==> config.mk <==
export PLATFORM = sky130hd
export DESIGN_NAME = serial_adc_host
export DESIGN_NICKNAME = d
export VERILOG_FILES = /design/src/rtl/adc_rd_pkg.sv /design/src/rtl/adc_rd_tick.sv /design/src/rtl/adc_rd_capture.sv /design/src/rtl/serial_adc_host.sv
export SDC_FILE = /design/constraint.sdc
export NUM_CORES = 1
export LEC_CHECK = 0
export ABC_AREA = 1
export BUFFER_PORTS_ARGS = -buffer_cell sky130_fd_sc_hd__buf_2
export CORE_MARGIN = 4
export CORE_UTILIZATION = 53
export DETAILED_ROUTE_END_ITERATION = 10
export PLACE_DENSITY = 0.84
export REMOVE_ABC_BUFFERS = 1
export SLEW_MARGIN = 20
export SYNTH_ARGS = -nofsm -noshare
export SYNTH_HDL_FRONTEND = slang
export SYNTH_SLANG_ARGS = --single-unit
==> constraint.sdc <==
create_clock -name clk -period 2.4 [get_ports clk]
set_input_delay 0.48 -clock clk [delete_from_list [all_inputs] [get_ports clk]]
set_output_delay 0.48 -clock clk [all_outputs]
set_load 0.01 [all_outputs]
==> src/rtl/adc_rd_pkg.sv <==
package adc_rd_pkg;
   // start bit plus mode bit plus input select
   localparam int ADDR_SLOTS   = 3;
   localparam int SETTLE_SLOTS = 1;

   typedef enum logic [1:0] {
      ST_IDLE = 2'd0,
      ST_RUN  = 2'd1,
      ST_GAP  = 2'd2
   } rd_state_e;
endpackage

==> src/rtl/adc_rd_tick.sv <==
module adc_rd_tick #(
   parameter int DIV_HALF = 4
) (
   input  logic clk,
   input  logic rst_n,
   input  logic run,
   output logic tick
);
   localparam int CW = (DIV_HALF > 1) ? $clog2(DIV_HALF) : 1;

   logic [CW-1:0] cnt_q;

   assign tick = run && (cnt_q == CW'(DIV_HALF - 1));

   always_ff @(posedge clk or negedge rst_n) begin
      if (!rst_n)
         cnt_q <= '0;
      else if (!run || tick)
         cnt_q <= '0;
      else
         cnt_q <= cnt_q + 1'b1;
   end
endmodule

==> src/rtl/adc_rd_capture.sv <==
module adc_rd_capture #(
   parameter int DATA_W    = 8,
   parameter int FIRST_MSB = 5,
   parameter int SLOT_W    = 5
) (
   input  logic              clk,
   input  logic              rst_n,
   input  logic              clear,
   input  logic              sample,
   input  logic [SLOT_W-1:0] slot,
   input  logic              miso,
   output logic [DATA_W-1:0] data,
   output logic              mism
);
   localparam int LAST_MSB  = FIRST_MSB + DATA_W - 1;
   localparam int LAST_ECHO = LAST_MSB + DATA_W - 1;
   localparam int IW        = $clog2(DATA_W);

   logic [DATA_W-1:0] data_q;
   logic              mism_q;
   logic              in_msb, in_echo;
   logic [IW-1:0]     echo_idx;

   always_comb begin
      in_msb   = (slot >= SLOT_W'(FIRST_MSB)) && (slot <= SLOT_W'(LAST_MSB));
      in_echo  = (slot >  SLOT_W'(LAST_MSB))  && (slot <= SLOT_W'(LAST_ECHO));
      echo_idx = IW'(slot - SLOT_W'(LAST_MSB));
   end

   always_ff @(posedge clk or negedge rst_n) begin
      if (!rst_n) begin
         data_q <= '0;
         mism_q <= 1'b0;
      end else if (clear) begin
         data_q <= '0;
         mism_q <= 1'b0;
      end else if (sample) begin
         if (in_msb)
            data_q <= {data_q[DATA_W-2:0], miso};
         else if (in_echo)
            mism_q <= mism_q | (miso != data_q[echo_idx]);
      end
   end

   assign data = data_q;
   assign mism = mism_q;
endmodule

==> src/rtl/serial_adc_host.sv <==
module serial_adc_host
   import adc_rd_pkg::*;
#(
   parameter int DATA_W   = 8,
   parameter int DIV_HALF = 4,
   parameter int CS_GAP   = 4
) (
   input  logic              clk,
   input  logic              rst_n,
   input  logic              req_valid,
   input  logic              req_chan,
   input  logic              req_single,
   output logic              busy,
   output logic              cs_n,
   output logic              sclk,
   output logic              mosi,
   input  logic              miso,
   output logic [DATA_W-1:0] result,
   output logic              done,
   output logic              mismatch
);
   localparam int FIRST_MSB = ADDR_SLOTS + SETTLE_SLOTS + 1;
   localparam int LAST_SLOT = FIRST_MSB + 2 * DATA_W - 2;
   localparam int SLOT_W    = $clog2(LAST_SLOT + 1);
   localparam int GAP_W     = $clog2(CS_GAP + 1);

   generate
      if (DATA_W < 2) begin : g_bad_width
         $error("DATA_W must be at least 2");
      end
      if (DIV_HALF < 1) begin : g_bad_div
         $error("DIV_HALF must be at least 1");
      end
      if (CS_GAP < 1) begin : g_bad_gap
         $error("CS_GAP must be at least 1");
      end
   endgenerate

   rd_state_e         state_q;
   logic              cs_n_q, sclk_q, mosi_q, done_q, mism_q;
   logic              chan_q, single_q;
   logic [SLOT_W-1:0] slot_q;
   logic [GAP_W-1:0]  gap_q;
   logic [DATA_W-1:0] result_q;
   logic              accept, run, tick, sample, next_di;
   logic [DATA_W-1:0] cap_data;
   logic              cap_mism;

   assign accept = (state_q == ST_IDLE) && req_valid;
   assign run    = (state_q == ST_RUN);
   assign sample = tick && !sclk_q;

   always_comb begin
      if (slot_q == SLOT_W'(1))
         next_di = single_q;
      else if (slot_q == SLOT_W'(2))
         next_di = chan_q;
      else
         next_di = 1'b0;
   end

   adc_rd_tick #(.DIV_HALF(DIV_HALF)) u_tick (
      .clk  (clk),
      .rst_n(rst_n),
      .run  (run),
      .tick (tick)
   );

   adc_rd_capture #(
      .DATA_W   (DATA_W),
      .FIRST_MSB(FIRST_MSB),
      .SLOT_W   (SLOT_W)
   ) u_cap (
      .clk   (clk),
      .rst_n (rst_n),
      .clear (accept),
      .sample(sample),
      .slot  (slot_q + 1'b1),
      .miso  (miso),
      .data  (cap_data),
      .mism  (cap_mism)
   );

   always_ff @(posedge clk or negedge rst_n) begin
      if (!rst_n) begin
         state_q  <= ST_IDLE;
         cs_n_q   <= 1'b1;
         sclk_q   <= 1'b0;
         mosi_q   <= 1'b0;
         slot_q   <= '0;
         chan_q   <= 1'b0;
         single_q <= 1'b0;
         gap_q    <= '0;
         result_q <= '0;
         mism_q   <= 1'b0;
         done_q   <= 1'b0;
      end else begin
         done_q <= 1'b0;
         case (state_q)
            ST_IDLE: begin
               if (req_valid) begin
                  state_q  <= ST_RUN;
                  cs_n_q   <= 1'b0;
                  mosi_q   <= 1'b1;
                  slot_q   <= '0;
                  chan_q   <= req_chan;
                  single_q <= req_single;
               end
            end
            ST_RUN: begin
               if (tick) begin
                  if (!sclk_q) begin
                     sclk_q <= 1'b1;
                     slot_q <= slot_q + 1'b1;
                  end else begin
                     sclk_q <= 1'b0;
                     if (slot_q == SLOT_W'(LAST_SLOT)) begin
                        cs_n_q   <= 1'b1;
                        done_q   <= 1'b1;
                        result_q <= cap_data;
                        mism_q   <= cap_mism;
                        mosi_q   <= 1'b0;
                        gap_q    <= '0;
                        state_q  <= ST_GAP;
                     end else begin
                        mosi_q <= next_di;
                     end
                  end
               end
            end
            ST_GAP: begin
               if (gap_q == GAP_W'(CS_GAP - 1))
                  state_q <= ST_IDLE;
               else
                  gap_q <= gap_q + 1'b1;
            end
            default: state_q <= ST_IDLE;
         endcase
      end
   end

   assign busy     = (state_q != ST_IDLE);
   assign cs_n     = cs_n_q;
   assign sclk     = sclk_q;
   assign mosi     = mosi_q;
   assign result   = result_q;
   assign done     = done_q;
   assign mismatch = mism_q;
endmodule

== After elaboration in Yosys (flattened, before gate mapping) ==
Cells that the tools add are included.

* Multipliers: 0
* Add/subtract/negate cells: 4
* Divide/modulo/power cells: 0
* Multiplexer cells: 42
* Equality and inequality tests: 16
* Shift-type cells: 0
* Magnitude comparators: 5
* Reduce and logical (&&, ||, !) cells: 25
* Bitwise logic cells: 1

{| class="wikitable"
|+ Operators by type and width
! kind !! number
|-
| 2-to-1 mux 8 bit || 3
|-
| 2-to-1 mux 1 bit || 20
|-
| inequality test 2 bit, second input constant || 8
|-
| 2-to-1 mux 5 bit || 3
|-
| AND reduction 5 bit || 3
|-
| 2-to-1 mux 2 bit || 6
|-
| 2-to-1 mux 3 bit || 4
|-
| AND reduction 4 bit || 3
|-
| nonzero test 2 bit || 6
|-
| one-hot mux 5 bit (2 select lines) || 1
|-
| one-hot mux 2 bit (3 select lines) || 1
|-
| one-hot mux 3 bit (2 select lines) || 1
|-
| AND reduction 2 bit || 3
|-
| adder 5 x 1 -> 5 bit, second input constant || 1
|-
| == test 5 x 1 -> 1 bit, second input constant || 1
|-
| == test 5 x 2 -> 1 bit, second input constant || 1
|-
| == test 5 bit, second input constant || 1
|-
| greater-or-equal comparator 5 x 3 -> 1 bit, second input constant || 1
|-
| > comparator 5 x 4 -> 1 bit, second input constant || 1
|-
| less-or-equal comparator 5 x 4 -> 1 bit, second input constant || 1
|-
| less-or-equal comparator 5 bit, second input constant || 1
|-
| logical AND 1 bit || 5
|-
| == test 2 bit, second input constant || 2
|-
| less-than comparator 3 x 4 -> 1 bit, second input constant || 1
|-
| 13 further kinds || 15
|}

* Input port bits: 6
* RAM bits: 0
* Output and inout port bits: 14
* Register bits after elaboration: 36
* Bits in read-only memories: 0
* Latch bits: 0
* Memories: 0
* Word-level logic and storage cells: 107

== Logic depth before layout (Yosys ltp) ==
Gate-level depths: netlist of the first run.

* Word-level depth: 10
* Gate-level depth with buffers: 12
* Depth with buffers taken out: 12

== Hierarchy ==
Synthesis of the first run repeated with hierarchy kept, for this count alone.

* Cells, all modules: 226
* Area, all modules: 1,815.5 um^2

{| class="wikitable"
|+ By module, submodules not included
! module !! cells an instance !! seq. area each (um^2) !! area an instance (um^2) !! instances
|-
| serial_adc_host || 150 || 626.9 || 1,224.9 || 1
|-
| adc_rd_capture || 66 || 225.2 || 501.7 || 1
|-
| adc_rd_tick || 10 || 50.0 || 88.8 || 1
|}

== Worst setup path after synthesis of the first run ==
Ideal clock, no wire load.

* Path kind: register to register
* Start point: register slot_q[0]
* End point: register u_cap.data_q[6], in the netlist u_cap.data[6]
* Period minus slack after synthesis: 1.780 ns
* Path buffers: 2
* Data required time: 2.326 ns
* Setup slack: 0.620 ns
* Library setup time: 0.074 ns
* Arrival: 1.706 ns
* Cell stages (with the launch flop): 12
* Cell sequence: dfrtp_1 -> buf_4 -> inv_1 -> ha_1 -> inv_1 -> nand2_1 -> o21ai_2 -> a21oi_4 -> nand2_4 -> buf_6 -> nand3_2 -> o21ai_2

* Longest elaborated chain between the ends: 5
* Elaborated cells on any way between the ends: 6
* Classes of those cells: add/sub (1); order compare (2); reduce/logical (3)

{| class="wikitable"
|+ RTL lines
! item !! line !! source
|-
| start: declaration || serial_adc_host.sv:42 || <nowiki>logic [SLOT_W-1:0] slot_q;</nowiki>
|-
| start signal: assignment || serial_adc_host.sv:114 || <nowiki>slot_q <= slot_q + 1'b1;</nowiki>
|-
| adder 5 x 1 -> 5 bit * || serial_adc_host.sv:78 || <nowiki>.slot (slot_q + 1'b1),</nowiki>
|-
| greater-or-equal comparator 5 x 3 -> 1 bit or less-or-equal comparator 5 x 4 -> 1 bit (tied branches) || adc_rd_capture.sv:25 || <nowiki>in_msb = (slot >= SLOT_W'(FIRST_MSB)) && (slot <= SLOT_W'(LAST_MSB));</nowiki>
|-
| logical AND 1 bit * || adc_rd_capture.sv:25 ||
|-
| nonzero test 2 bit (no source line) * || n/a ||
|-
| AND reduction 2 bit (no source line) * || n/a ||
|-
| end signal: assignment || adc_rd_capture.sv:39 || <nowiki>data_q <= {data_q[DATA_W-2:0], miso};</nowiki>
|-
| end: declaration || adc_rd_capture.sv:19 || <nowiki>logic [DATA_W-1:0] data_q;</nowiki>
|}

Mark *: on every way between the ends. The rest lies on a longest branch, timed or not.
A chain may end at the register's enable or synchronous reset.

== Final worst setup path of the first run ==
* Start point: register slot_q[0]
* End point: register u_cap.data_q[0], in the netlist u_cap.data[0]

Same word-level chain as after synthesis.

==> results_tabular.tex, run 1 <==
\begin{tabular}{lr}
\hline
Metric & Value \\
\hline
\multicolumn{2}{l}{\textbf{Floorplan}} \\
\quad Die height & 67.0 µm \\
\quad Width of the chip & 67.0 µm \\
\quad Row cnt & 21 \\
\quad I/O pin count & 20 \\
\quad Effective utilization at floorplan & 54.9\% \\
\quad Die area & 4490 µm² \\
\quad Core area & 3360 µm² \\
\multicolumn{2}{l}{\textbf{Setup path}} \\
\quad Worst Reg-to-Reg Cells & 9 \\
\quad Critical path endpoint category & flip-flop \\
\quad Instance count on the critical path & 9 \\
\quad Critical path peak fanout & 14 \\
\quad CP Launch Type & flip-flop \\
\quad Master of the slowest instance on the critical path & dfrtp\_1 \\
\quad Family of cells with the greatest summed delay on the critical path & flip-flops \\
\quad Buf/Inv on CP & 3 \\
\quad Origin of the worst setup path & slot\_q[0] \\
\quad Reg2Reg Capture Point & u\_cap.data[0] \\
\quad WP data arrival & 2.05 ns \\
\quad Data required time at the worst endpoint & 2.65 ns \\
\quad R2r startpoint & slot\_q[0] \\
\quad R2R setup slack & 0.60 ns \\
\quad Critical setup path kind & reg -> reg \\
\quad Critical path, cell by cell & buf\_4 > ha\_1 > nand3\_1 > xor2\_1 > nand2\_1 > inv\_2 > nand2\_4 > o21ai\_1 > inv\_1 \\
\quad CP peak stage delay & 0.39 ns \\
\quad Capturing element of the worst setup path & u\_cap.data[0] \\
\multicolumn{2}{l}{\textbf{Clock tree}} \\
\quad Max H-tree Level & 2 \\
\quad Maximum buffer depth of the clock tree & 2 \\
\quad Clock tree root buffer cell & clkbuf\_4 \\
\quad Cts hold-fix bufs & 0 \\
\quad Number of clock buffers inserted by TritonCTS & 5 \\
\quad Setup repair bufs after CTS & 0 \\
\quad CTS tree & built \\
\quad Clock network latency to the later pin of the worst-skew pair & 0.35 ns \\
\quad Number of gates resized after CTS & 0 \\
\quad Clock transition at the registers of the reported paths & 0.11 ns \\
\quad Clock tree sinks & 36 \\
\multicolumn{2}{l}{\textbf{GRT}} \\
\quad Number of global-route vias before repair & 1295 \\
\quad Global-route total usage across every layer & 16.7\% \\
\quad Largest net degree at the start of global routing & 37 \\
\quad First-pass GRT wire length & 5560 µm \\
\quad Number of antenna violations at the first check in global routing & 0 \\
\quad Overflow left after global routing & 0 \\
\multicolumn{2}{l}{\textbf{Power}} \\
\quad Power Dens Cells & 516 nW/µm² \\
\quad Largest vdd supply drop & 0.237 mV \\
\quad Reported leakage power & 0.00111 µW \\
\multicolumn{2}{l}{\textbf{Finish}} \\
\quad Area added between synthesis and finish & 11.2\% \\
\quad Ratio of cells with drive above 1 in the final layout & 22.3\% \\
\quad Post-route cell area & 2050 µm² \\
\quad Number of diodes & 0 \\
\quad Net count of the finished layout & 251 \\
\quad Most common cell after layout, fill and taps aside & nand2\_1 \\
\quad Most used cells in the layout excluding fill and tap cells & 49 x nand2\_1, 35 x dfrtp\_1, 28 x inv\_1 \\
\quad Final core occ & 61.1\% \\
\multicolumn{2}{l}{\textbf{Timing}} \\
\quad Worst hold slack & 0.191 ns \\
\quad Worst slew margin relative to its limit & 48.9\% \\
\quad Share of the clock period used by the worst path after layout & 75.0\% \\
\quad Final slew viol count & 0 \\
\quad Number of endpoints failing setup at the final stage & 0 \\
\quad Fin Clk Skew & 0.00751 ns \\
\quad Maximum clock frequency & 0.556 GHz \\
\quad Crit path time final & 1.80 ns \\
\quad Total negative slack for setup checks & 0 ns \\
\quad Slew at the pin closest to its max-slew limit & 0.766 ns \\
\quad Unrepaired setup endpoints after global routing & no \\
\quad Hold violation total from the final report & 0 \\
\multicolumn{2}{l}{\textbf{Synthesis}} \\
\quad Gate count of the mapped netlist & 214 \\
\quad Fraction of registers with async set/reset & 100\% \\
\quad Synth Register Bits & 36 \\
\quad Post-Syn Area & 1850 µm² \\
\quad Count of different cell masters after synthesis & 28 \\
\quad Post-synth EDFFs & 0 \\
\quad Sequential share of the synthesized area & 48.8\% \\
\quad Yosys warning count & 0 \\
\quad Average footprint of a synthesized cell & 8.63 µm² \\
\quad Most used flip-flop cell after synthesis & dfrtp\_1 \\
\multicolumn{2}{l}{\textbf{Run status}} \\
\quad Run status & completed \\
\multicolumn{2}{l}{\textbf{Run}} \\
\quad Max-capacitance violation count & 0 \\
\multicolumn{2}{l}{\textbf{Placement}} \\
\quad Total half-perimeter wirelength after legalization and detailed placement & 2450 µm \\
\quad Port Buffer Count & 19 \\
\quad Area of placed instances & 1980 µm² \\
\quad Final estimated routing congestion in global placement & 0.897 \\
\multicolumn{2}{l}{\textbf{Routing}} \\
\quad Antenna violation net count after detailed routing & 0 \\
\quad Starting DRT DRC Count & 51 \\
\quad Final routed wire length divided by cell count & 11.2 µm \\
\quad Via count & 1396 \\
\quad First drt pass iteration count & 5 \\
\quad DR DRC count & 0 \\
\quad Overall routed net length & 3180 µm \\
\quad Via density & 4.92 \\
\multicolumn{2}{l}{\textbf{Min path}} \\
\quad Hold crit path type & in -> async \\
\hline
\end{tabular}
## metrics by stage
step | instances | worst slack, ns | total power (µW)
finish | 284 | 0.600 | 1060
global route | 284 | 0.434 | 1090
CTS | 284 | 0.593 | 1070
detailed placement | 276 | 0.598 | 652
global placement | 276 | 0.667 | 651
floorplan | 210 | 0.536 | 634
## cell usage after synthesis, types with 3 or more instances
master / n / area share (%)
a21oi_1: 4 / 1.1
dfrtp_1: 35 / 47
ha_1: 8 / 5.4
inv_1: 28 / 5.7
inv_2: 6 / 1.2
nand2_1: 49 / 10
nand3_1: 16 / 4.3
nand3_2: 3 / 1.6
nor2_1: 19 / 3.9
o21ai_0: 5 / 1.4
o21ai_1: 10 / 2.7
o21ai_2: 6 / 2.8
o22ai_1: 5 / 1.7
## power by group
group | internal (µW) | total, µW | switching [µW]
Combinational | 7.09 | 26.9 | 19.8
Sequential | 611 | 613 | 1.84
Clock | 218 | 420 | 202
Total | 836 | 1060 | 223
## sequential cells by signal, summed over array words and instances, names as in the netlist, 2 cells and up
| name | cells |
|---|---|
| u_tick.cnt_q | 2 |
| slot_q | 5 |
| result | 8 |
| state_q | 2 |
| gap_q | 3 |
| u_cap.data | 8 |
## cell type report
cell class / count / area, µm²
Fill cell: 298 / 1310
Clock inverter: 2 / 35.0
Clock buffer: 6 / 41.3
Timing Repair Buffer: 20 / 103
Sequential cell: 36 / 902
Multi-Input combinational cell: 139 / 782
Inverter: 35 / 134
Tap cell: 46 / 57.6
## metal layers
layer	track usage (%)	vias to the layer above	part of all wire, %
met2	25.6	23	48
met1	21.8	641	46
li1	-	727	-
met5	0	-	0
met3	4.05	5	4.6
met4	8.35	0	1.5
## worst reg2reg max path, delay by kind of cell (launching register included)
kind                       cells  cell delay, ns
AOI/OAI and AO/OA              1            0.16
xor gates and xnor gates       1            0.22
adders and majority gates      1            0.26
buffers and inverters          3            0.33
DFF                            1            0.39
and+or+nand+nor                3            0.35
## logic make-up after synthesis
| kind of cell | Yosys count | synth area share, % |
|---|---|---|
| and+or+nand+nor | 97 | 25.0 |
| adders and majority gates | 8 | 5.42 |
| AOI/OAI and AO/OA | 33 | 11.5 |
| buffers and inverters | 39 | 8.81 |
| xor gates and xnor gates | 1 | 0.474 |
| DFF | 36 | 48.8 |
## worst min-delay path by stage
stage	endpoint	slack, ns	depth (start not counted)
detailed placement	u_tick.cnt_q[0]	0.42	1
global route	gap_q[1]	0.26	1
CTS	gap_q[2]	0.21	1
global placement	u_tick.cnt_q[0]	0.42	1
floorplan	chan_q	0.18	0
finish	gap_q[1]	0.19	1
No activity file was read; power rests on OpenSTA's default activity.
==> inputs of run 2 (changes only) <==
==> constraint.sdc (replaced) <==
create_clock -name clk -period 1.83 [get_ports clk]
set_input_delay 0.366 -clock clk [delete_from_list [all_inputs] [get_ports clk]]
set_output_delay 0.366 -clock clk [all_outputs]
set_load 0.01 [all_outputs]
==> run 2 against run 1 <==
Against the previous run:
- largest power group unchanged
- clock power up 33%
- first-iteration DRC count up 61%
- power up 33%
- global-route usage up 0.53 points
- via count up 3.7%
- sequential power up 31%
- fmax up 6.7%
- critical path depth unchanged
==> results_tabular.tex, run 2 (synthesis results as in run 1) <==
\begin{tabular}{lr}
\hline
Metric & Value \\
\hline
\multicolumn{2}{l}{\textbf{Timing}} \\
\quad Unrepaired setup endpoints after global routing & no (unchanged) \\
\quad Fin Clk Skew & 0.0167 ns (was 0.00751 ns) \\
\quad Worst slew margin relative to its limit & 71.7\% (was 48.9\%) \\
\quad Slew at the pin closest to its max-slew limit & 0.425 ns (was 0.766 ns) \\
\quad Hold violation total from the final report & 0 (unchanged) \\
\quad Worst hold slack & 0.208 ns (was 0.191 ns) \\
\quad Number of endpoints failing setup at the final stage & 0 (unchanged) \\
\quad Share of the clock period used by the worst path after layout & 92.2\% (was 75.0\%) \\
\quad Maximum clock frequency & 0.593 GHz (was 0.556 GHz) \\
\quad Final slew viol count & 0 (unchanged) \\
\quad Crit path time final & 1.69 ns (was 1.80 ns) \\
\quad Setup WS post-layout & 0.143 ns (was 0.600 ns) \\
\multicolumn{2}{l}{\textbf{Floorplan}} \\
\quad Row cnt & 21 (unchanged) \\
\quad Die height & 67.0 µm (unchanged) \\
\quad Core area & 3360 µm² (unchanged) \\
\quad I/O pin count & 20 (unchanged) \\
\quad Effective utilization at floorplan & 54.9\% (unchanged) \\
\quad Die area & 4490 µm² (unchanged) \\
\quad Width of the chip & 67.0 µm (unchanged) \\
\multicolumn{2}{l}{\textbf{GRT}} \\
\quad Overflow left after global routing & 0 (unchanged) \\
\quad Number of global-route vias before repair & 1365 (was 1295) \\
\quad Largest net degree at the start of global routing & 20 (was 37) \\
\quad First-pass GRT wire length & 5790 µm (was 5560 µm) \\
\quad Number of antenna violations at the first check in global routing & 0 (unchanged) \\
\quad Global-route total usage across every layer & 17.2\% (was 16.7\%) \\
\multicolumn{2}{l}{\textbf{Finish}} \\
\quad Ratio of cells with drive above 1 in the final layout & 27.3\% (was 22.3\%) \\
\quad Number of inserted filler cells in the final layout & 282 (was 298) \\
\quad Fin cells & 295 (was 284) \\
\quad Area of the multi-input gates & 816 µm² (was 782 µm²) \\
\quad Area added between synthesis and finish & 18.2\% (was 11.2\%) \\
\quad Most common cell after layout, fill and taps aside & nand2\_1 (unchanged) \\
\quad Number of diodes & 0 (unchanged) \\
\quad Net count of the finished layout & 262 (was 251) \\
\quad Most used cells in the layout excluding fill and tap cells & 49 x nand2\_1, 34 x dfrtp\_1, 28 x inv\_1 (was 49 x nand2\_1, 35 x dfrtp\_1, 28 x inv\_1) \\
\quad Footprint of the flip-flops and latches & 903 µm² (was 902 µm²) \\
\multicolumn{2}{l}{\textbf{Power}} \\
\quad Power Dens Cells & 644 nW/µm² (was 516 nW/µm²) \\
\quad Largest vdd supply drop & 0.350 mV (was 0.237 mV) \\
\quad Reported leakage power & 0.00116 µW (was 0.00111 µW) \\
\multicolumn{2}{l}{\textbf{Routing}} \\
\quad DR DRC count & 0 (unchanged) \\
\quad First drt pass iteration count & 4 (was 5) \\
\quad Met2 Routed Length & 1610 µm (was 1510 µm) \\
\quad Via density & 4.91 (was 4.92) \\
\quad Final routed wire length divided by cell count & 11.5 µm (was 11.2 µm) \\
\quad Via count & 1447 (was 1396) \\
\quad Antenna violation net count after detailed routing & 0 (unchanged) \\
\quad Sum of met3 wire segment lengths after detailed routing & 138 µm (was 146 µm) \\
\quad Post-route met1 wirelength & 1560 µm (was 1470 µm) \\
\quad Starting DRT DRC Count & 82 (was 51) \\
\quad Highest metal layer with signal wires & met4 (unchanged) \\
\quad Overall routed net length & 3380 µm (was 3180 µm) \\
\multicolumn{2}{l}{\textbf{Clock tree}} \\
\quad Clock transition at the registers of the reported paths & 0.12 ns (was 0.11 ns) \\
\quad CTS tree & built (unchanged) \\
\quad Clock network latency to the later pin of the worst-skew pair & 0.35 ns (about the same) \\
\quad Max H-tree Level & 2 (unchanged) \\
\quad Maximum buffer depth of the clock tree & 2 (unchanged) \\
\quad Clock tree root buffer cell & clkbuf\_4 (unchanged) \\
\quad Number of clock buffers inserted by TritonCTS & 5 (unchanged) \\
\quad Clock tree sinks & 36 (unchanged) \\
\multicolumn{2}{l}{\textbf{Placement}} \\
\quad Total half-perimeter wirelength after legalization and detailed placement & 2510 µm (was 2450 µm) \\
\quad DP Cell Count & 280 (was 276) \\
\quad Port Buffer Count & 19 (unchanged) \\
\quad Worst slack after detailed placement & 0.0736 ns (was 0.598 ns) \\
\quad Final estimated routing congestion in global placement & 0.837 (was 0.897) \\
\multicolumn{2}{l}{\textbf{Setup path}} \\
\quad Origin of the worst setup path & slot\_q[1] (was slot\_q[0]) \\
\quad R2r startpoint & slot\_q[1] (was slot\_q[0]) \\
\quad Critical path endpoint category & flip-flop (unchanged) \\
\quad Critical setup path kind & reg -> reg (unchanged) \\
\quad Data required time at the worst endpoint & 2.11 ns (was 2.65 ns) \\
\quad Critical path peak fanout & 7 (was 14) \\
\quad WP data arrival & 1.97 ns (was 2.05 ns) \\
\quad CP Launch Type & flip-flop (unchanged) \\
\multicolumn{2}{l}{\textbf{Min path}} \\
\quad Hold crit path type & in -> reg (was in -> async) \\
\quad Min-Delay Startpoint & req\_single \\
\multicolumn{2}{l}{\textbf{Run status}} \\
\quad Run status & completed (unchanged) \\
\multicolumn{2}{l}{\textbf{Run}} \\
\quad Max-capacitance violation count & 0 (unchanged) \\
\hline
\end{tabular}
## run 2: changes by cell type in the layout (fill, tap and decap cells not counted), sizes merged
cell,change
buf,+9
clkbuf,-1
clkinvlp,+1
dlygate4sd3,+1
nand2,+1
## run 2: timing repair
action | in CTS | in global routing
setup endpoints to repair | 0 | 9
hold endpoints to repair | 16 | 0
buffers inserted | 0 | 5
gates resized for setup | 0 | 5
hold buffers | 1 | 0
## run 2: cell type report
type | count | area share (%)
clock buffer | 5 | 1.72
clock inverter | 3 | 1.95
inverter | 35 | 6.13
multi-input combinational | 140 | 37.4
sequential | 36 | 41.4
tap | 46 | 2.64
timing repair buffer | 30 | 8.83
## run 2: final timing paths
| kind | end | slack (ns) | depth (start not counted) |
|---|---|---|---|
| worst min register to register | u_tick.cnt_q[0] | 0.44 | 1 |
| worst max register to register | u_cap.data[7] | 0.14 | 9 |
| max in group asynchronous | result[4] | 0.90 | 3 |
| worst min-delay path | single_q | 0.21 | 3 |
| min in group asynchronous | gap_q[2] | 0.47 | 2 |
| worst max-delay path | u_cap.data[7] | 0.14 | 9 |
## run 2: where the power goes
| part | leakage [µW] | internal (µW) | switching, µW |
|---|---|---|---|
| sequential | 0.000453 | 801 | 2.30 |
| clock | 0.0000412 | 285 | 276 |
| combinational | 0.000670 | 15.0 | 27.4 |
| total | 0.00116 | 1100 | 305 |
## run 2: critical path, cell delays in order (launching register included)
cell and delay (ns):
dfrtp_2 0.41, inv_1 0.11, ha_4 0.30, inv_1 0.07
nand2_1 0.07, o21ai_2 0.07, a21oi_4 0.24, nand2_4 0.11
buf_4 0.15, o21ai_2 0.09
## run 2: metrics by stage
step	cell area [µm²]	TNS, ns	utilization (%)	power, µW
after CTS	2110	0	62.8	1420
after detailed placement	2020	0	60.1	861
final	2180	0	64.9	1410
after floorplan	1820	-0.0344	-	831
after global placement	2020	0	60.1	859
after global routing	2180	0	64.9	1460
## run 2: layer usage
layer / vias up / track usage, %
li1: 746 / -
met1: 665 / 21.1
met4: 0 / 9.11
met5: - / 0
met3: 8 / 4.55
met2: 28 / 27.5
